--- config.mk ---
export PLATFORM = sky130hd
export DESIGN_NAME = ccd_line_sequencer
export DESIGN_NICKNAME = d
export VERILOG_FILES = /design/src/rtl/ccd_seq_pkg.sv /design/src/rtl/ccd_seq_regs.sv /design/src/rtl/ccd_seq_ctrl.sv /design/src/rtl/ccd_seq_datapath.sv /design/src/rtl/ccd_line_sequencer.sv
export SDC_FILE = /design/constraint.sdc
export NUM_CORES = 1
export LEC_CHECK = 0
export BUFFER_PORTS_ARGS = -buffer_cell sky130_fd_sc_hd__buf_2
export CORE_ASPECT_RATIO = 0.75
export CORE_MARGIN = 2
export CORE_UTILIZATION = 55
export CTS_CLUSTER_DIAMETER = 60
export CTS_CLUSTER_SIZE = 16
export DETAILED_ROUTE_END_ITERATION = 8
export PLACE_DENSITY = 0.77
export SKIP_CTS_REPAIR_TIMING = 1
export SLEW_MARGIN = 0
export SYNTH_ARGS = -nofsm -noshare
export SYNTH_HDL_FRONTEND = slang
export SYNTH_HIERARCHICAL = 1
export SYNTH_SLANG_ARGS = --single-unit
--- constraint.sdc ---
create_clock -name clk -period 8.2 [get_ports clk]
set_clock_uncertainty 0.1 [all_clocks]
set_input_delay 0 -clock clk [delete_from_list [all_inputs] [get_ports clk]]
set_output_delay 0 -clock clk [all_outputs]
set_load 0.05 [all_outputs]
--- src/rtl/ccd_seq_pkg.sv ---
package ccd_seq_pkg;

  // Line region code driven on the lineRegion output
  typedef enum logic [1:0] {
    LR_LEAD_BLACK  = 2'd0,
    LR_EFFECTIVE   = 2'd1,
    LR_TRAIL_BLACK = 2'd2
  } lineRegion_e;

  // Position of the pixel counter within a line
  typedef enum logic [2:0] {
    PR_VSHIFT,
    PR_DUMMY,
    PR_LEAD,
    PR_EFF,
    PR_TRAIL,
    PR_IDLE
  } pixRegion_e;

  // Strobes from control to datapath
  typedef struct packed {
    logic        lineStart;
    logic        useBlackSeq;
    lineRegion_e lineRegion;
  } seqStrobes_t;

  // Pixel fields, in line order, occupy addresses 0..NUM_PIX_FIELDS-1
  localparam int NUM_PIX_FIELDS  = 5;
  localparam int F_VSHIFT        = 0;
  localparam int F_DUMMY         = 1;
  localparam int F_LEAD          = 2;
  localparam int F_EFF           = 3;
  localparam int F_TRAIL         = 4;
  // Line fields follow the pixel fields
  localparam int NUM_LINE_FIELDS = 2;
  localparam int LINE_BASE       = NUM_PIX_FIELDS;
  localparam int FL_LEAD         = 0;
  localparam int FL_EFF          = 1;
  localparam logic [2:0] ADDR_CTRL = 3'd7;

endpackage

--- src/rtl/ccd_seq_regs.sv ---
module ccd_seq_regs
  import ccd_seq_pkg::*;
#(
  parameter int PIX_W          = 12,
  parameter int LINE_W         = 11,
  parameter int DATA_W         = 16,
  parameter int DEF_VSHIFT     = 16,
  parameter int DEF_DUMMY      = 28,
  parameter int DEF_LEAD_PIX   = 4,
  parameter int DEF_EFF_PIX    = 1280,
  parameter int DEF_TRAIL_PIX  = 48,
  parameter int DEF_LEAD_LINES = 10,
  parameter int DEF_EFF_LINES  = 960,
  parameter bit DEF_PB_EN      = 1'b1,
  parameter bit DEF_BLACK_SEQ  = 1'b0
) (
  input  logic                                   clk,
  input  logic                                   rstN,
  input  logic                                   cfgWe,
  input  logic [2:0]                             cfgAddr,
  input  logic [DATA_W-1:0]                      cfgData,
  input  logic                                   frameStart,
  output logic [NUM_PIX_FIELDS-1:0][PIX_W-1:0]   activePix,
  output logic [NUM_LINE_FIELDS-1:0][LINE_W-1:0] activeLines,
  output logic                                   activePbEn,
  output logic                                   activeBlackSeq
);

  logic [NUM_PIX_FIELDS-1:0][PIX_W-1:0]   shadowPix;
  logic [NUM_LINE_FIELDS-1:0][LINE_W-1:0] shadowLines;
  logic                                   shadowPbEn;
  logic                                   shadowBlackSeq;
  logic                                   unusedCfgBits;

  assign unusedCfgBits = ^cfgData[DATA_W-1:2];

  function automatic logic [PIX_W-1:0] pixDefault(input int idx);
    case (idx)
      F_VSHIFT: return PIX_W'(DEF_VSHIFT);
      F_DUMMY:  return PIX_W'(DEF_DUMMY);
      F_LEAD:   return PIX_W'(DEF_LEAD_PIX);
      F_EFF:    return PIX_W'(DEF_EFF_PIX);
      default:  return PIX_W'(DEF_TRAIL_PIX);
    endcase
  endfunction

  function automatic logic [LINE_W-1:0] lineDefault(input int idx);
    return (idx == FL_LEAD) ? LINE_W'(DEF_LEAD_LINES) : LINE_W'(DEF_EFF_LINES);
  endfunction

  for (genvar g = 0; g < NUM_PIX_FIELDS; g++) begin : gPixField
    logic [PIX_W-1:0] shadowQ;
    logic [PIX_W-1:0] activeQ;
    always_ff @(posedge clk) begin
      if (!rstN) begin
        shadowQ <= pixDefault(g);
        activeQ <= pixDefault(g);
      end else begin
        if (cfgWe && cfgAddr == 3'(g)) shadowQ <= cfgData[PIX_W-1:0];
        if (frameStart) activeQ <= shadowQ;
      end
    end
    assign shadowPix[g] = shadowQ;
    assign activePix[g] = activeQ;
  end

  for (genvar g = 0; g < NUM_LINE_FIELDS; g++) begin : gLineField
    logic [LINE_W-1:0] shadowQ;
    logic [LINE_W-1:0] activeQ;
    always_ff @(posedge clk) begin
      if (!rstN) begin
        shadowQ <= lineDefault(g);
        activeQ <= lineDefault(g);
      end else begin
        if (cfgWe && cfgAddr == 3'(LINE_BASE + g)) shadowQ <= cfgData[LINE_W-1:0];
        if (frameStart) activeQ <= shadowQ;
      end
    end
    assign shadowLines[g] = shadowQ;
    assign activeLines[g] = activeQ;
  end

  always_ff @(posedge clk) begin
    if (!rstN) begin
      shadowPbEn     <= DEF_PB_EN;
      shadowBlackSeq <= DEF_BLACK_SEQ;
      activePbEn     <= DEF_PB_EN;
      activeBlackSeq <= DEF_BLACK_SEQ;
    end else begin
      if (cfgWe && cfgAddr == ADDR_CTRL) begin
        shadowPbEn     <= cfgData[0];
        shadowBlackSeq <= cfgData[1];
      end
      if (frameStart) begin
        activePbEn     <= shadowPbEn;
        activeBlackSeq <= shadowBlackSeq;
      end
    end
  end

  // the active set changes only on a frame start
  a_r9_active_hold: assert property (@(posedge clk) disable iff (!rstN)
    !frameStart |=> ($stable(activePix) && $stable(activeLines) &&
                     $stable(activePbEn) && $stable(activeBlackSeq)))
    else $error("R9 active configuration changed without frame start");

  // a frame start takes over the shadow values
  a_r9_shadow_copy: assert property (@(posedge clk) disable iff (!rstN)
    frameStart |=> (activePix == $past(shadowPix)) && (activeLines == $past(shadowLines)) &&
                   (activePbEn == $past(shadowPbEn)) && (activeBlackSeq == $past(shadowBlackSeq)))
    else $error("R9 shadow values not applied on frame start");

endmodule

--- src/rtl/ccd_seq_ctrl.sv ---
module ccd_seq_ctrl
  import ccd_seq_pkg::*;
#(
  parameter int LINE_W = 11
) (
  input  logic              clk,
  input  logic              rstN,
  input  logic              hSync,
  input  logic              vSync,
  input  logic [LINE_W-1:0] leadLines,
  input  logic [LINE_W-1:0] effLines,
  input  logic              blackSeqEn,
  output logic              frameStart,
  output seqStrobes_t       strobes
);

  localparam logic [LINE_W-1:0] LINE_MAX = {LINE_W{1'b1}};

  logic              hsPrev;
  logic              vsPrev;
  logic              lineEdge;
  logic              firstPending;
  logic [LINE_W-1:0] lineCnt;
  logic [LINE_W:0]   effEnd;
  lineRegion_e       curRegion;

  assign lineEdge   = hSync & ~hsPrev;
  assign frameStart = vSync & ~vsPrev;

  always_ff @(posedge clk) begin
    if (!rstN) begin
      hsPrev <= 1'b0;
      vsPrev <= 1'b0;
    end else begin
      hsPrev <= hSync;
      vsPrev <= vSync;
    end
  end

  // Line counter; the first line start after a frame start is line 0
  always_ff @(posedge clk) begin
    if (!rstN) begin
      lineCnt      <= '0;
      firstPending <= 1'b1;
    end else if (frameStart) begin
      lineCnt      <= '0;
      firstPending <= ~lineEdge;
    end else if (lineEdge) begin
      if (firstPending) begin
        firstPending <= 1'b0;
      end else if (lineCnt != LINE_MAX) begin
        lineCnt <= lineCnt + LINE_W'(1);
      end
    end
  end

  assign effEnd = (LINE_W+1)'(leadLines) + (LINE_W+1)'(effLines);

  always_comb begin
    if (lineCnt < leadLines)                 curRegion = LR_LEAD_BLACK;
    else if ((LINE_W+1)'(lineCnt) < effEnd)  curRegion = LR_EFFECTIVE;
    else                                     curRegion = LR_TRAIL_BLACK;
  end

  assign strobes.lineStart   = lineEdge;
  assign strobes.lineRegion  = curRegion;
  assign strobes.useBlackSeq = blackSeqEn && (curRegion != LR_EFFECTIVE);

  // a frame start returns the count to line 0
  a_r8_frame_restart: assert property (@(posedge clk) disable iff (!rstN)
    frameStart |=> (lineCnt == '0))
    else $error("R8 line count not cleared by frame start");

  // later line starts advance the count by one
  a_r8_line_advance: assert property (@(posedge clk) disable iff (!rstN)
    (lineEdge && !frameStart && !firstPending && lineCnt != LINE_MAX)
      |=> (lineCnt == $past(lineCnt) + LINE_W'(1)))
    else $error("R8 line count did not advance");

endmodule

--- src/rtl/ccd_seq_datapath.sv ---
module ccd_seq_datapath
  import ccd_seq_pkg::*;
#(
  parameter int PIX_W = 12
) (
  input  logic                                 clk,
  input  logic                                 rstN,
  input  seqStrobes_t                          strobes,
  input  logic [NUM_PIX_FIELDS-1:0][PIX_W-1:0] activePix,
  input  logic                                 pbEn,
  output logic                                 clampWin,
  output logic                                 pixBlank,
  output logic                                 hClkBlank,
  output logic [1:0]                           lineRegion,
  output logic [PIX_W-1:0]                     pixIndex
);

  localparam int              SUM_W   = PIX_W + 3;
  localparam logic [PIX_W-1:0] PIX_MAX = {PIX_W{1'b1}};

  logic [PIX_W-1:0] pixCnt;
  logic [SUM_W-1:0] regionEnd [NUM_PIX_FIELDS];
  pixRegion_e       curPix;
  logic             nxtClamp;
  logic             nxtBlank;
  logic             nxtHBlank;

  // Pixel counter restarts on a line start and rests at its maximum
  always_ff @(posedge clk) begin
    if (!rstN)                  pixCnt <= PIX_MAX;
    else if (strobes.lineStart) pixCnt <= '0;
    else if (pixCnt != PIX_MAX) pixCnt <= pixCnt + PIX_W'(1);
  end

  // Running end position of each region
  always_comb begin
    logic [SUM_W-1:0] acc;
    acc = '0;
    for (int i = 0; i < NUM_PIX_FIELDS; i++) begin
      acc          = acc + SUM_W'(activePix[i]);
      regionEnd[i] = acc;
    end
  end

  // Earliest region whose end lies beyond the counter wins
  always_comb begin
    curPix = PR_IDLE;
    if (SUM_W'(pixCnt) < regionEnd[F_TRAIL])  curPix = PR_TRAIL;
    if (SUM_W'(pixCnt) < regionEnd[F_EFF])    curPix = PR_EFF;
    if (SUM_W'(pixCnt) < regionEnd[F_LEAD])   curPix = PR_LEAD;
    if (SUM_W'(pixCnt) < regionEnd[F_DUMMY])  curPix = PR_DUMMY;
    if (SUM_W'(pixCnt) < regionEnd[F_VSHIFT]) curPix = PR_VSHIFT;
  end

  always_comb begin
    nxtHBlank = (curPix == PR_VSHIFT);
    nxtBlank  = pbEn && (curPix inside {PR_VSHIFT, PR_DUMMY, PR_LEAD, PR_TRAIL});
    if (strobes.useBlackSeq) nxtClamp = curPix inside {PR_DUMMY, PR_LEAD, PR_EFF, PR_TRAIL};
    else                     nxtClamp = (curPix == PR_TRAIL);
  end

  always_ff @(posedge clk) begin
    if (!rstN) begin
      clampWin   <= 1'b0;
      pixBlank   <= 1'b0;
      hClkBlank  <= 1'b0;
      lineRegion <= 2'd0;
      pixIndex   <= '0;
    end else begin
      clampWin   <= nxtClamp;
      pixBlank   <= nxtBlank;
      hClkBlank  <= nxtHBlank;
      lineRegion <= strobes.lineRegion;
      pixIndex   <= pixCnt;
    end
  end

  // a line start clears the pixel counter on the next edge
  a_r1_line_restart: assert property (@(posedge clk) disable iff (!rstN)
    strobes.lineStart |=> (pixCnt == '0))
    else $error("R1 pixel counter not cleared");

  // clamp never overlaps the vertical shift blanking
  a_r2_shift_clamp_apart: assert property (@(posedge clk) disable iff (!rstN)
    !(hClkBlank && clampWin))
    else $error("R2 clamp during vertical shift");

  // pixel blanking stays off while disabled
  a_r3_blank_disabled: assert property (@(posedge clk) disable iff (!rstN)
    !pbEn |=> !pixBlank)
    else $error("R3 pixel blanking while disabled");

  // nothing is open after the last region
  a_r6_idle_quiet: assert property (@(posedge clk) disable iff (!rstN)
    (curPix == PR_IDLE) |=> !(clampWin || pixBlank || hClkBlank))
    else $error("R6 window open past line end");

endmodule

--- src/rtl/ccd_line_sequencer.sv ---
module ccd_line_sequencer
  import ccd_seq_pkg::*;
#(
  parameter int PIX_W          = 12,
  parameter int LINE_W         = 11,
  parameter int DATA_W         = 16,
  parameter int DEF_VSHIFT     = 16,
  parameter int DEF_DUMMY      = 28,
  parameter int DEF_LEAD_PIX   = 4,
  parameter int DEF_EFF_PIX    = 1280,
  parameter int DEF_TRAIL_PIX  = 48,
  parameter int DEF_LEAD_LINES = 10,
  parameter int DEF_EFF_LINES  = 960,
  parameter bit DEF_PB_EN      = 1'b1,
  parameter bit DEF_BLACK_SEQ  = 1'b0
) (
  input  logic              clk,
  input  logic              rstN,
  input  logic              hSync,
  input  logic              vSync,
  input  logic              cfgWe,
  input  logic [2:0]        cfgAddr,
  input  logic [DATA_W-1:0] cfgData,
  output logic              clampWin,
  output logic              pixBlank,
  output logic              hClkBlank,
  output logic [1:0]        lineRegion,
  output logic [PIX_W-1:0]  pixIndex
);

  logic [NUM_PIX_FIELDS-1:0][PIX_W-1:0]   activePix;
  logic [NUM_LINE_FIELDS-1:0][LINE_W-1:0] activeLines;
  logic                                   activePbEn;
  logic                                   activeBlackSeq;
  logic                                   frameStart;
  seqStrobes_t                            strobes;

  ccd_seq_regs #(
    .PIX_W(PIX_W), .LINE_W(LINE_W), .DATA_W(DATA_W),
    .DEF_VSHIFT(DEF_VSHIFT), .DEF_DUMMY(DEF_DUMMY), .DEF_LEAD_PIX(DEF_LEAD_PIX),
    .DEF_EFF_PIX(DEF_EFF_PIX), .DEF_TRAIL_PIX(DEF_TRAIL_PIX),
    .DEF_LEAD_LINES(DEF_LEAD_LINES), .DEF_EFF_LINES(DEF_EFF_LINES),
    .DEF_PB_EN(DEF_PB_EN), .DEF_BLACK_SEQ(DEF_BLACK_SEQ)
  ) uRegs (
    .clk(clk), .rstN(rstN), .cfgWe(cfgWe), .cfgAddr(cfgAddr), .cfgData(cfgData),
    .frameStart(frameStart), .activePix(activePix), .activeLines(activeLines),
    .activePbEn(activePbEn), .activeBlackSeq(activeBlackSeq)
  );

  ccd_seq_ctrl #(.LINE_W(LINE_W)) uCtrl (
    .clk(clk), .rstN(rstN), .hSync(hSync), .vSync(vSync),
    .leadLines(activeLines[FL_LEAD]), .effLines(activeLines[FL_EFF]),
    .blackSeqEn(activeBlackSeq), .frameStart(frameStart), .strobes(strobes)
  );

  ccd_seq_datapath #(.PIX_W(PIX_W)) uData (
    .clk(clk), .rstN(rstN), .strobes(strobes), .activePix(activePix),
    .pbEn(activePbEn), .clampWin(clampWin), .pixBlank(pixBlank),
    .hClkBlank(hClkBlank), .lineRegion(lineRegion), .pixIndex(pixIndex)
  );

endmodule

## Yosys cells after proc, flatten, opt, wreduce, memory -nomap -nowiden

Cells that the tools add are included.

- Bits in registers: 211
- Word-level logic and storage cells: 93
- Output and inout port bits: 17

- Reduce and logical (&&, ||, !) cells: 18
- Equality and inequality tests: 14
- Bitwise operators: 7
- Add/subtract/negate cells: 7
- Multiplexer cells: 12
- $lt $le $gt $ge: 7

Operators by type and width:

| kind | count |
|---|---|
| $lt 12x15->1 | 4 |
| $add 15x12->15 | 3 |
| $mux 12 | 2 |
| $eq 3x3->1 const B | 5 |
| $add 12x12->13 | 1 |
| $add 11x11->12 | 1 |
| $add 12x1->12 const B | 1 |
| $eq 3x2->1 const B | 4 |
| $lt 11x12->1 | 1 |
| $lt 12x12->1 | 1 |
| $mux 3 | 4 |
| $ne 12x12->1 const B | 1 |
| $add 11x1->11 const B | 1 |
| $lt 11x11->1 | 1 |
| $ne 11x11->1 const B | 1 |
| $logic_and 1x1->1 | 10 |
| $reduce_bool 4->1 | 2 |
| $eq 3x1->1 const B | 2 |
| $logic_not 3->1 | 2 |
| $not 1->1 | 5 |
| $mux 1 | 4 |
| $mux 2 | 2 |
| $reduce_bool 2->1 | 2 |
| $reduce_and 3->1 | 1 |
| 3 further kinds | 4 |

## Logic depth before layout (Yosys ltp)

Gate-level depths: netlist (run 1).

- Depth in word-level cells: 13
- Gate-level depth with buffers: 31
- Depth with buffers taken out: 31

## Hierarchy

The synthesis (run 1) kept the hierarchy.

Modules (own cells, without submodules):

| module | seq. area each (um^2) | area each (um^2) | times used | cells an instance |
|---|---|---|---|---|
| ccd_seq_regs | 3363.2 | 6328.6 | 1 | 581 |
| ccd_seq_datapath | 580.6 | 4460.5 | 1 | 541 |
| ccd_seq_ctrl | 280.3 | 1565.3 | 1 | 195 |

## Worst setup path before layout (run 1)

No wires, ideal clock.

- Path kind: register to register
- Start point: reg uRegs.gPixField[0].activeQ[0]
- End point: reg uData.clampWin
- Path buffers: 0
- Arrival time: 5.596 ns
- Clock period less this slack: 5.817 ns
- Setup slack: 2.383 ns
- Cell stages (with the launch flop): 29
- Cells stage by stage: dfxtp_1 ha_1 inv_1 fa_1 inv_1 fa_1 a21o_1 a21oi_1 xnor2_1 ha_1 nor2b_1 a311o_1 o22a_1 a21o_1 a21o_1 xor2_1 ha_1 or2_2 a21oi_1 a21oi_1 xnor2_1 ha_1 nand4_1 nor2_1 o21a_1 a211oi_1 a21boi_0 nor2b_1 mux2_4

- Cells in the longest elaborated chain, start to end: 13
- Elaborated cells on any way between the ends: 20

RTL lines:

| what | line | RTL |
|---|---|---|
| from (decl) | ccd_seq_regs.sv:53 | `logic [PIX_W-1:0] activeQ;` |
| from (signal assigned) | ccd_seq_regs.sv:57 | `activeQ <= pixDefault(g);` |
| from (signal assigned) | ccd_seq_regs.sv:60 | `if (frameStart) activeQ <= shadowQ;` |
| $add 12x12->13 | ccd_seq_datapath.sv:40 | `acc = acc + SUM_W'(activePix[i]);` |
| $add 15x12->15 (3 in a row) | ccd_seq_datapath.sv:40 |  |
| $lt 12x15->1 | ccd_seq_datapath.sv:48 | `if (SUM_W'(pixCnt) < regionEnd[F_TRAIL]) curPix = PR_TRAIL;` |
| $mux 1 | ccd_seq_datapath.sv:48 |  |
| $mux 3 | ccd_seq_datapath.sv:49 | `if (SUM_W'(pixCnt) < regionEnd[F_EFF]) curPix = PR_EFF;` |
| $mux 3 | ccd_seq_datapath.sv:50 | `if (SUM_W'(pixCnt) < regionEnd[F_LEAD]) curPix = PR_LEAD;` |
| $mux 3 | ccd_seq_datapath.sv:51 | `if (SUM_W'(pixCnt) < regionEnd[F_DUMMY]) curPix = PR_DUMMY;` |
| $mux 3 (*) | ccd_seq_datapath.sv:52 | `if (SUM_W'(pixCnt) < regionEnd[F_VSHIFT]) curPix = PR_VSHIFT;` |
| $eq 3x1->1 (tied with other cells) | ccd_seq_datapath.sv:58 | `if (strobes.useBlackSeq) nxtClamp = curPix inside {PR_DUMMY, PR_LEAD, PR_EFF, PR_TRAIL};` |
| $reduce_bool 4->1 | ccd_seq_datapath.sv:58 |  |
| $mux 1 (*) | ccd_seq_datapath.sv:58 |  |
| to (signal assigned) | ccd_seq_datapath.sv:70 | `clampWin <= nxtClamp;` |
| to (decl) | ccd_seq_datapath.sv:11 | `output logic clampWin,` |

Every way passes the cells marked *; elsewhere a longest branch is shown, timed or not.
A chain may end at the register's enable or synchronous reset.

## Worst setup path in the final report (run 1)

Ends and elaborated chain as after synthesis.

==> impl_metrics.tcl, run 1 <==
set metrics [dict create \
    fmax_mhz 151 \
    syn_inst 1317 \
    endpoint "uData/clampWin" \
    fp.dieW_um 177 \
    drive_above_1_share 0.0616 \
    worstMarginPinSlew_ns 1.16 \
    crit_type "flip-flop to flip-flop" \
    synth-seq-cells 211 \
    synthSimpleGateAreaFrac 0.168 \
    grt_use_total 0.230 \
    muxShareOfSynthArea 0.140 \
    antenna_found_initial 0 \
    critPathCaptureType "flip-flop" \
    synth_cell_type_count 71 \
    async_reset_ff_frac 0 \
    clkSinkCount 211 \
    cts_root_buffer "clkbuf_16" \
    post-dp-hpwl_mm 20.0 \
    insertedDiodeCount 0 \
    synth_top_flop_cell "dfxtp_1" \
    layout_commonest_cell "dfxtp_1" \
    r2r_slack_ns 1.60 \
    h-tree-depth 1 \
    reg2reg_depth 28 \
    cpPeakStageDelay_ns 0.53 \
    io_pins 41 \
    syn_area_per_cell_um2 9.38 \
    grt_start_max_net_pins 133 \
    ant_nets 0 \
    finalWorstSetupSlack_ns 1.60 \
    p_leak_nw 6.13 \
    setup.worst_path.start "uRegs/gPixField[0].activeQ[0]" \
    finish.utilization 0.607 \
    required_ns 8.48 \
    clock_latency_ns 0.49 \
    gr-total-overflow 0 \
    totalWireLength_mm 27.3 \
    slew_violations 0 \
    cp_max_fo 4 \
    hold_viol 0 \
    drt_pass1_iterations 5 \
    finalCritPeriodShare 0.805 \
    nNetsFinal 1517 \
    start_util 0.560 \
    cts_tree "built" \
    stdcell_area_um2 13400 \
    wire_per_inst_um 16.7 \
    placed_area_um2 12700 \
    synth-xor-area-share 0.0461 \
    clk_path_buf_depth 3 \
    peakVddDrop_v 0.000183 \
    grt_pass1_vias 8659 \
    synth_top_area_share 0.342 \
    gp_congestion 0.844 \
    drcViolationCount 0 \
    syn_to_final_growth_pct 8.40 \
    io_buffer_count 36 \
    maxCapViolations 0 \
    cp.arrival_ns 6.88 \
    clkTransAtPathRegs_ns 0.07 \
    worst_r2r_startpoint "uRegs/gPixField[0].activeQ[0]" \
    die_h_um 134 \
    vias 9229 \
    grt_pass1_wl_mm 44.2 \
    synth_fp_nets 1490 \
    cp-start-kind "flip-flop" \
    synth.area.top_cells "dfxtp_1 (34%), ha_1 (15%), mux2i_1 (14%), nor2b_1 (5.6%), nand2_1 (3.9%)" \
    setup_tns_ns 0 \
    die_area_um2 23700 \
    final_cell_mix "dfxtp_1 (211), mux2i_1 (170), ha_1 (144), nand2_1 (129), nor2b_1 (109)" \
    via_per_inst 5.62 \
    hp-class "input port to flip-flop" \
    drt_iter0_drc 636 \
    syn-cell-area_um2 12400 \
    row_count 47 \
    post-place-ws_ns 1.67 \
    rsz0062_at_grt "no" \
    setup_viol 0 \
    status "complete, no violations" \
    core_area_um2 22100 \
    rr_endpoint "uData/clampWin" \
    cts_made_buffers 18 \
    synth_compound_area_frac 0.109 \
    synth-seq-area-share 0.342 \
    synth_edf_count 0 \
    relSlewSlack 0.229 \
    synthAdderAreaFrac 0.154 \
    crit_slowest_cell "fa_1" \
    cp_common_cell "ha_1" \
    ys_warn_count 6 \
    synth_top_family_by_area "simple AND/OR/NAND/NOR gates" \
    min_period_ns 6.60 \
    power_density_nw_per_um2 165 \
    yosysTopAreaCell "dfxtp_1" \
]
report_power, final:
part	switching [mW]	internal, mW	leakage [nW]
sequential	0.0386	1.05	1.71
combinational	0.181	0.135	4.16
clock	0.379	0.419	0.251
worst min path at each step:
stage	start	endpoint	slack, ns	cells past startpoint
3_3_place_gp	vSync	uCtrl/vsPrev	0.12	2
4_1_cts	vSync	uCtrl/vsPrev	-0.39	2
3_5_place_dp	vSync	uCtrl/vsPrev	0.12	2
6_report	cfgWe	uRegs/gLineField[1].shadowQ[7]	0.0008	3
2_1_floorplan	rstN	uCtrl/firstPending	-0.02	1
5_1_grt	cfgWe	uRegs/gPixField[3].shadowQ[2]	0.002	3
layer usage:
layer | vias to the layer above | wire length (um) | global-route usage
li1 | 4641 | - | -
met1 | 4368 | 14100 | 0.344
met2 | 180 | 11400 | 0.353
met3 | 40 | 1150 | 0.0278
met4 | 0 | 639 | 0.0546
met5 | - | 0 | 0
layout make-up:
type	count	area, um^2
flip-flops and latches	211	4220
repair buffers	57	392
multi-input cells	985	7630
inverters	71	267
fillers	1897	8660
well taps	294	368
clock buffers	19	475
clock inverters	5	38.8
metrics by stage:
step | std cells | total power, mW | hold slack [ns]
2_1_floorplan | 1317 | 1.34 | -0.0238
3_5_place_dp | 1599 | 1.42 | 0.124
4_1_cts | 1623 | 2.21 | -0.389
6_report | 1642 | 2.20 | 0.000779
3_3_place_gp | 1599 | 1.40 | 0.119
5_1_grt | 1642 | 2.30 | 0.00225
cells in the mapped netlist (28+ instances only):
| cell | count |
|---|---|
| clkbuf_1 | 28 |
| xor2_1 | 29 |
| a21oi_1 | 57 |
| nor2_1 | 41 |
| xnor2_1 | 36 |
| o21ai_0 | 28 |
| ha_1 | 144 |
| nand2_1 | 129 |
| dfxtp_1 | 211 |
| a21o_1 | 32 |
| inv_1 | 71 |
| nor2b_1 | 110 |
| mux2i_1 | 170 |
flip-flops by register name (all words and copies together), names as in the netlist:
signal                    flops
uRegs/gPixField.activeQ      60
uRegs/gPixField.shadowQ      60
uRegs/gLineField.activeQ     22
uRegs/gLineField.shadowQ     22
uData/pixCnt                 12
uData/pixIndex               12
uCtrl/lineCnt                11
uData/lineRegion              2
uCtrl/firstPending            1
uCtrl/hsPrev                  1
uCtrl/vsPrev                  1
uData/clampWin                1
uData/hClkBlank               1
uData/pixBlank                1
uRegs/activeBlackSeq          1
uRegs/activePbEn              1
uRegs/shadowBlackSeq          1
uRegs/shadowPbEn              1
cells by family after synthesis:
kind of cell	count (synthesis)
mux	172
xor+xnor	65
flops	211
simple gates	393
fa+ha+maj	149
buf+inv	121
compound gates	206
worst max-delay path, delay by kind of cell (launching register included):
family | cells | cell delay (ns)
AOI/OAI and AO/OA | 11 | 2.04
xor gates and xnor gates | 3 | 0.64
adders and majority gates | 6 | 2.16
buffers and inverters | 2 | 0.16
DFF | 1 | 0.35
muxes | 1 | 0.27
and+or+nand+nor | 5 | 0.76
No activity file was read; power rests on OpenSTA's default activity.
==> run 2: changes to the inputs <==
--- a/config.mk
+++ b/config.mk
@@ -5,6 +5,7 @@
 export SDC_FILE = /design/constraint.sdc
 export NUM_CORES = 1
 export LEC_CHECK = 0
+export ABC_AREA = 1
 export BUFFER_PORTS_ARGS = -buffer_cell sky130_fd_sc_hd__buf_2
 export CORE_ASPECT_RATIO = 0.75
 export CORE_MARGIN = 2
==> constraint.sdc (replaced) <==
create_clock -name clk -period 6.5 [get_ports clk]
set_clock_uncertainty 0.1 [all_clocks]
set_input_delay 0 -clock clk [delete_from_list [all_inputs] [get_ports clk]]
set_output_delay 0 -clock clk [all_outputs]
set_load 0.05 [all_outputs]
==> run 2 against run 1 <==
Net effect:
- clock power increased by 32%
- via count rose by 25%
- routed wire length rose by 16%
- non-clock buffer count rose by 9
- fmax rose by 12%
- first-iteration DRC count up 45%
- die area rose by 3.4%
- area after synthesis is 3.5% higher
- total power increased by 91%
- largest power group is now combinational logic
- combinational power rose to 5.5 times the previous value
- final cell count up 30%
- core utilization is 0.32 points lower
==> impl_metrics.tcl, run 2 <==
set metrics [dict create \
    status "complete, no violations" \
    synth_common_cells "nand2_1 (383), nor2_1 (330), dfxtp_1 (211), inv_1 (189), ha_1 (144)" \
    async_reset_ff_frac 0 \
    p_clk_frac 0.249 \
    min_from "vSync" \
    worstMarginPinSlew_ns 1.11 \
    worst_r2r_startpoint "uRegs/gPixField[0].activeQ[2]" \
    p_switching_mw 1.61 \
    peakVddDrop_v 0.000192 \
    hold_viol 0 \
    placed_cells 2094 \
    drt_iter0_drc 925 \
    post-place-ws_ns 0.528 \
    totalWireLength_mm 31.7 \
    finalWorstSetupSlack_ns 0.581 \
    synth_edf_count 0 \
    maxCapViolations 0 \
    fmax_mhz 169 \
    crit_type "flip-flop to flip-flop" \
    fillers 2133 \
    switching_share 0.381 \
    nNetsFinal 2009 \
    io_pins 41 \
    ys_warn_count 6 \
    p_leak_nw 6.93 \
    synth.area.top_cells "dfxtp_1 (33%), ha_1 (14%), nand2_1 (11%), nor2_1 (9.7%), inv_1 (5.5%)" \
    finish.utilization 0.604 \
    synth_top_flop_cell "dfxtp_1" \
    seqPwrFrac 0.341 \
    cts_root_buffer "clkbuf_16" \
    gr-total-overflow 0 \
    drive_above_1_share 0.0750 \
    min_period_ns 5.92 \
    post-dp-hpwl_mm 23.2 \
    cp_common_cell "nand2_1" \
    fp.dieW_um 180 \
    via_per_inst 5.39 \
    slew_violations 0 \
    finalCritPeriodShare 0.911 \
    p_comb_frac 0.410 \
    cpPeakStageDelay_ns 0.37 \
    setup.worst_path.start "uRegs/gPixField[0].activeQ[2]" \
    gp_congestion 0.910 \
    row_count 48 \
    relSlewSlack 0.255 \
    crit_slowest_cell "ha_1" \
    layout_commonest_cell "nand2_1" \
    drcViolationCount 0 \
    grt_start_max_net_pins 88 \
    syn_inst 1813 \
    synth-seq-area-share 0.330 \
    wire_per_inst_um 14.8 \
    h-tree-depth 1 \
    final_cell_mix "nand2_1 (383), nor2_1 (329), dfxtp_1 (211), inv_1 (189), ha_1 (144)" \
    setup_tns_ns 0 \
    syn-cell-area_um2 12800 \
    synth_cell_type_count 46 \
    clock_latency_ns 0.49 \
    die_h_um 136 \
    drt_pass1_iterations 5 \
    cp_max_fo 5 \
    clkSinkCount 211 \
    ant_nets 0 \
    grt_use_total 0.261 \
    setup_viol 0 \
    hold_depth 4 \
    cp.arrival_ns 6.21 \
    vias 11520 \
    reg2reg_depth 36 \
    io_buffer_count 36 \
    critPathCaptureType "flip-flop" \
    insertedDiodeCount 0 \
    start_util 0.558 \
    grt_pass1_wl_mm 52.4 \
    syn_to_final_growth_pct 8.34 \
    synth-seq-cells 211 \
    yosysMostFrequentCell "nand2_1" \
    hp-class "input port to flip-flop" \
    top_regs "uRegs/gPixField.activeQ x60, uRegs/gPixField.shadowQ x60" \
    grt_pass1_vias 10807 \
    power_density_nw_per_um2 305 \
    required_ns 6.79 \
    p_int_mw 2.61 \
    synth_fp_nets 1986 \
    cp-start-kind "flip-flop" \
    synth_top_area_share 0.330 \
    cts_made_buffers 18 \
    clkTransAtPathRegs_ns 0.07 \
    rsz0062_at_grt "no" \
    stdcell_count 2139 \
    antenna_found_initial 0 \
    cts_tree "built" \
    yosysTopAreaCell "dfxtp_1" \
    die_area_um2 24500 \
    core_area_um2 22900 \
    syn_area_per_cell_um2 7.06 \
    clk_path_buf_depth 3 \
]
run 2: worst paths after layout:
| kind | to | slack (ns) |
|---|---|---|
| setup / recovery | uData/clampWin | 0.58 |
| setup reg to reg | uData/clampWin | 0.58 |
| hold reg to reg | uRegs/gPixField[3].shadowQ[8] | 0.36 |
| hold / removal | uCtrl/vsPrev | 0.18 |
run 2: through the flow:
| step | hold slack, ns | total power, mW | area [um^2] |
|---|---|---|---|
| after global placement | 0.0954 | 3.07 | 13100 |
| after floorplan | -0.00655 | 2.78 | 12800 |
| final | 0.181 | 4.22 | 13900 |
| after global routing | 0.200 | 4.58 | 13900 |
| after CTS | -0.411 | 4.21 | 13600 |
| after detailed placement | 0.106 | 3.15 | 13100 |
run 2: worst max-delay path: cells and delay by family, from the launching register on:
| family | cells | cell delay (ns) |
|---|---|---|
| AO/OA/AOI/OAI | 9 | 1.53 |
| XOR/XNOR | 4 | 0.74 |
| adder cells (fa/ha/maj) | 5 | 1.71 |
| buffers and inverters | 4 | 0.24 |
| flip-flops | 1 | 0.32 |
| AND/OR/NAND/NOR | 14 | 1.17 |
run 2: cell families (layout without fill, tap and decap cells):
family	after synthesis	in the layout	share of synthesized area
flops	211	211	0.330
xor+xnor	55	55	0.0377
simple gates	916	916	0.301
compound gates	223	223	0.0975
buf+inv	259	285	0.0849
fa+ha+maj	149	149	0.149
run 2: area by class of cell:
class	count	area, um^2	share of cell area
Clock inverter	4	61.3	0.00442
Inverter	196	736	0.0531
Clock buffer	19	475	0.0343
Tap cell	300	375	0.0271
Sequential cell	211	4220	0.305
Multi-Input combinational cell	1343	7520	0.543
Timing Repair Buffer	66	463	0.0334
run 2: routing by layer:
| layer | GRT usage | vias to the layer above | part of all wire |
|---|---|---|---|
| met5 | 0 | - | 0 |
| met4 | 0.0847 | 0 | 0.029 |
| met2 | 0.424 | 348 | 0.44 |
| li1 | - | 5816 | - |
| met1 | 0.363 | 5293 | 0.47 |
| met3 | 0.0340 | 63 | 0.058 |
run 2: power groups by stage:
stage | clock network (mW) | logic [mW] | registers [mW]
final | 1.05 | 1.73 | 1.44
after global routing | 1.13 | 2.00 | 1.45
after CTS | 1.08 | 1.70 | 1.44
after detailed placement | 0 | 1.69 | 1.47
after global placement | 0 | 1.61 | 1.46
after floorplan | 0 | 1.31 | 1.48
==> run 3: changes to the inputs <==
--- a/config.mk
+++ b/config.mk
@@ -14,6 +14,7 @@
 export CTS_CLUSTER_SIZE = 16
 export DETAILED_ROUTE_END_ITERATION = 8
 export PLACE_DENSITY = 0.77
+export RECOVER_POWER = 25
 export SKIP_CTS_REPAIR_TIMING = 1
 export SLEW_MARGIN = 0
 export SYNTH_ARGS = -nofsm -noshare
==> run 3 against run 2 <==
Net effect:
- the run now ends with capacitance limit, slew limit left
- routed wire length fell by 0.35%
- critical path depth did not move
- cell area fell by 0.21%
- largest cell class unchanged
==> impl_metrics.tcl, run 3 (synthesis results as in run 2) <==
set metrics [dict create \
    rsz0062_at_grt "no" \
    clock_latency_ns 0.49 \
    power_mw 4.22 \
    placed_area_um2 13100 \
    maxCapViolations 1 \
    clkSinkCount 211 \
    peakVddDrop_v 0.000192 \
    finalWorstSetupSlack_ns 0.552 \
    reg2reg_depth 36 \
    timing.hold.ws_ns 0.180 \
    r2r_slack_ns 0.55 \
    relSlewSlack -0.989 \
    post-dp-hpwl_mm 23.2 \
    setup_viol 0 \
    grt_pass1_vias 10807 \
    grt_start_max_net_pins 88 \
    finalCritPeriodShare 0.915 \
    worst_r2r_startpoint "uRegs/gPixField[0].activeQ[2]" \
    cts_made_buffers 18 \
    nNetsFinal 2009 \
    die_h_um 136 \
    cp_max_fo 5 \
    insertedDiodeCount 0 \
    drt_iter0_drc 978 \
    cts_root_buffer "clkbuf_16" \
    hold_viol 0 \
    syn_to_final_growth_pct 8.12 \
    cp.arrival_ns 6.24 \
    power_density_nw_per_um2 305 \
    row_count 48 \
    worstMarginPinSlew_ns 2.98 \
    slew_violations 76 \
    antenna_found_initial 0 \
    setup_tns_ns 0 \
    grt_use_total 0.261 \
    cp-start-kind "flip-flop" \
    grt_pass1_wl_mm 52.4 \
    fp.dieW_um 180 \
    min_from "vSync" \
    p_leak_nw 6.87 \
    critPathCaptureType "flip-flop" \
    cpPeakStageDelay_ns 0.37 \
    crit_type "flip-flop to flip-flop" \
    status "complete, but fails checks" \
    io_buffer_count 36 \
    stdcell_count 2139 \
    core_area_um2 22900 \
    violations "capacitance limit, slew limit" \
    fmax_mhz 168 \
    vias 11499 \
    finish.utilization 0.603 \
    cts_tree "built" \
    cp_common_cell "nand2_1" \
    drive_above_1_share 0.0647 \
    hold_depth 4 \
    drcViolationCount 0 \
    stdcell_area_um2 13800 \
    top_regs "uRegs/gPixField.activeQ x60, uRegs/gPixField.shadowQ x60" \
    drt_pass1_iterations 7 \
    gr-total-overflow 0 \
    rr_endpoint "uData/clampWin" \
    post-place-ws_ns 0.528 \
    via_per_inst 5.38 \
    h-tree-depth 1 \
    required_ns 6.79 \
    io_pins 41 \
    final_cell_mix "nand2_1 (383), nor2_1 (329), dfxtp_1 (211), inv_1 (189), ha_1 (144)" \
    gp_congestion 0.910 \
    hp-class "input port to flip-flop" \
    crit_slowest_cell "ha_1" \
    placed_cells 2094 \
    hold_end "uCtrl/vsPrev" \
    clk_path_buf_depth 3 \
    ant_nets 0 \
    clkTransAtPathRegs_ns 0.07 \
    layout_commonest_cell "nand2_1" \
    min_period_ns 5.95 \
    die_area_um2 24500 \
    totalWireLength_mm 31.6 \
    wire_per_inst_um 14.8 \
    start_util 0.558 \
]
==> run 3: area by class of cell <==
type / instances / area (um^2)
clock buffers: 19 / 475
clock inverters: 4 / 61.3
fillers: 2136 / 9110
inverters: 196 / 736
multi-input cells: 1343 / 7520
flip-flops and latches: 211 / 4220
well taps: 300 / 375
repair buffers: 66 / 434
==> run 3: how the worst max path moves through the flow <==
stage	startpoint	endpoint	slack (ns)	cells past startpoint
5_1_grt	uRegs/gPixField[0].activeQ[2]	uData/clampWin	0.007	36
3_5_place_dp	uRegs/gPixField[0].activeQ[0]	uData/clampWin	0.53	37
6_report	uRegs/gPixField[0].activeQ[2]	uData/clampWin	0.55	36
2_1_floorplan	uRegs/gPixField[0].activeQ[0]	uData/clampWin	1.29	36
4_1_cts	uRegs/gPixField[0].activeQ[0]	uData/clampWin	0.49	37
3_3_place_gp	uRegs/gPixField[0].activeQ[0]	uData/clampWin	0.72	36
==> run 3: per-layer routing <==
| layer | share of wire | global-route usage |
|---|---|---|
| met3 | 0.061 | 0.0340 |
| met5 | 0 | 0 |
| met4 | 0.029 | 0.0847 |
| met2 | 0.44 | 0.424 |
| met1 | 0.47 | 0.363 |
==> run 3: report_power, final <==
part | switching (mW) | total, mW | internal, mW
clock | 0.481 | 1.05 | 0.569
combinational | 1.05 | 1.73 | 0.677
sequential | 0.0721 | 1.44 | 1.37
total | 1.61 | 4.22 | 2.61
==> run 3: worst max-delay path: cells and delay by family, from the launching register on <==
kind                     cells  cell delay, ns
adder cells (fa/ha/maj)      5            1.72
AO/OA/AOI/OAI                9            1.55
AND/OR/NAND/NOR             14            1.18
XOR/XNOR                     4            0.73
flip-flops                   1            0.32
buffers and inverters        4            0.24
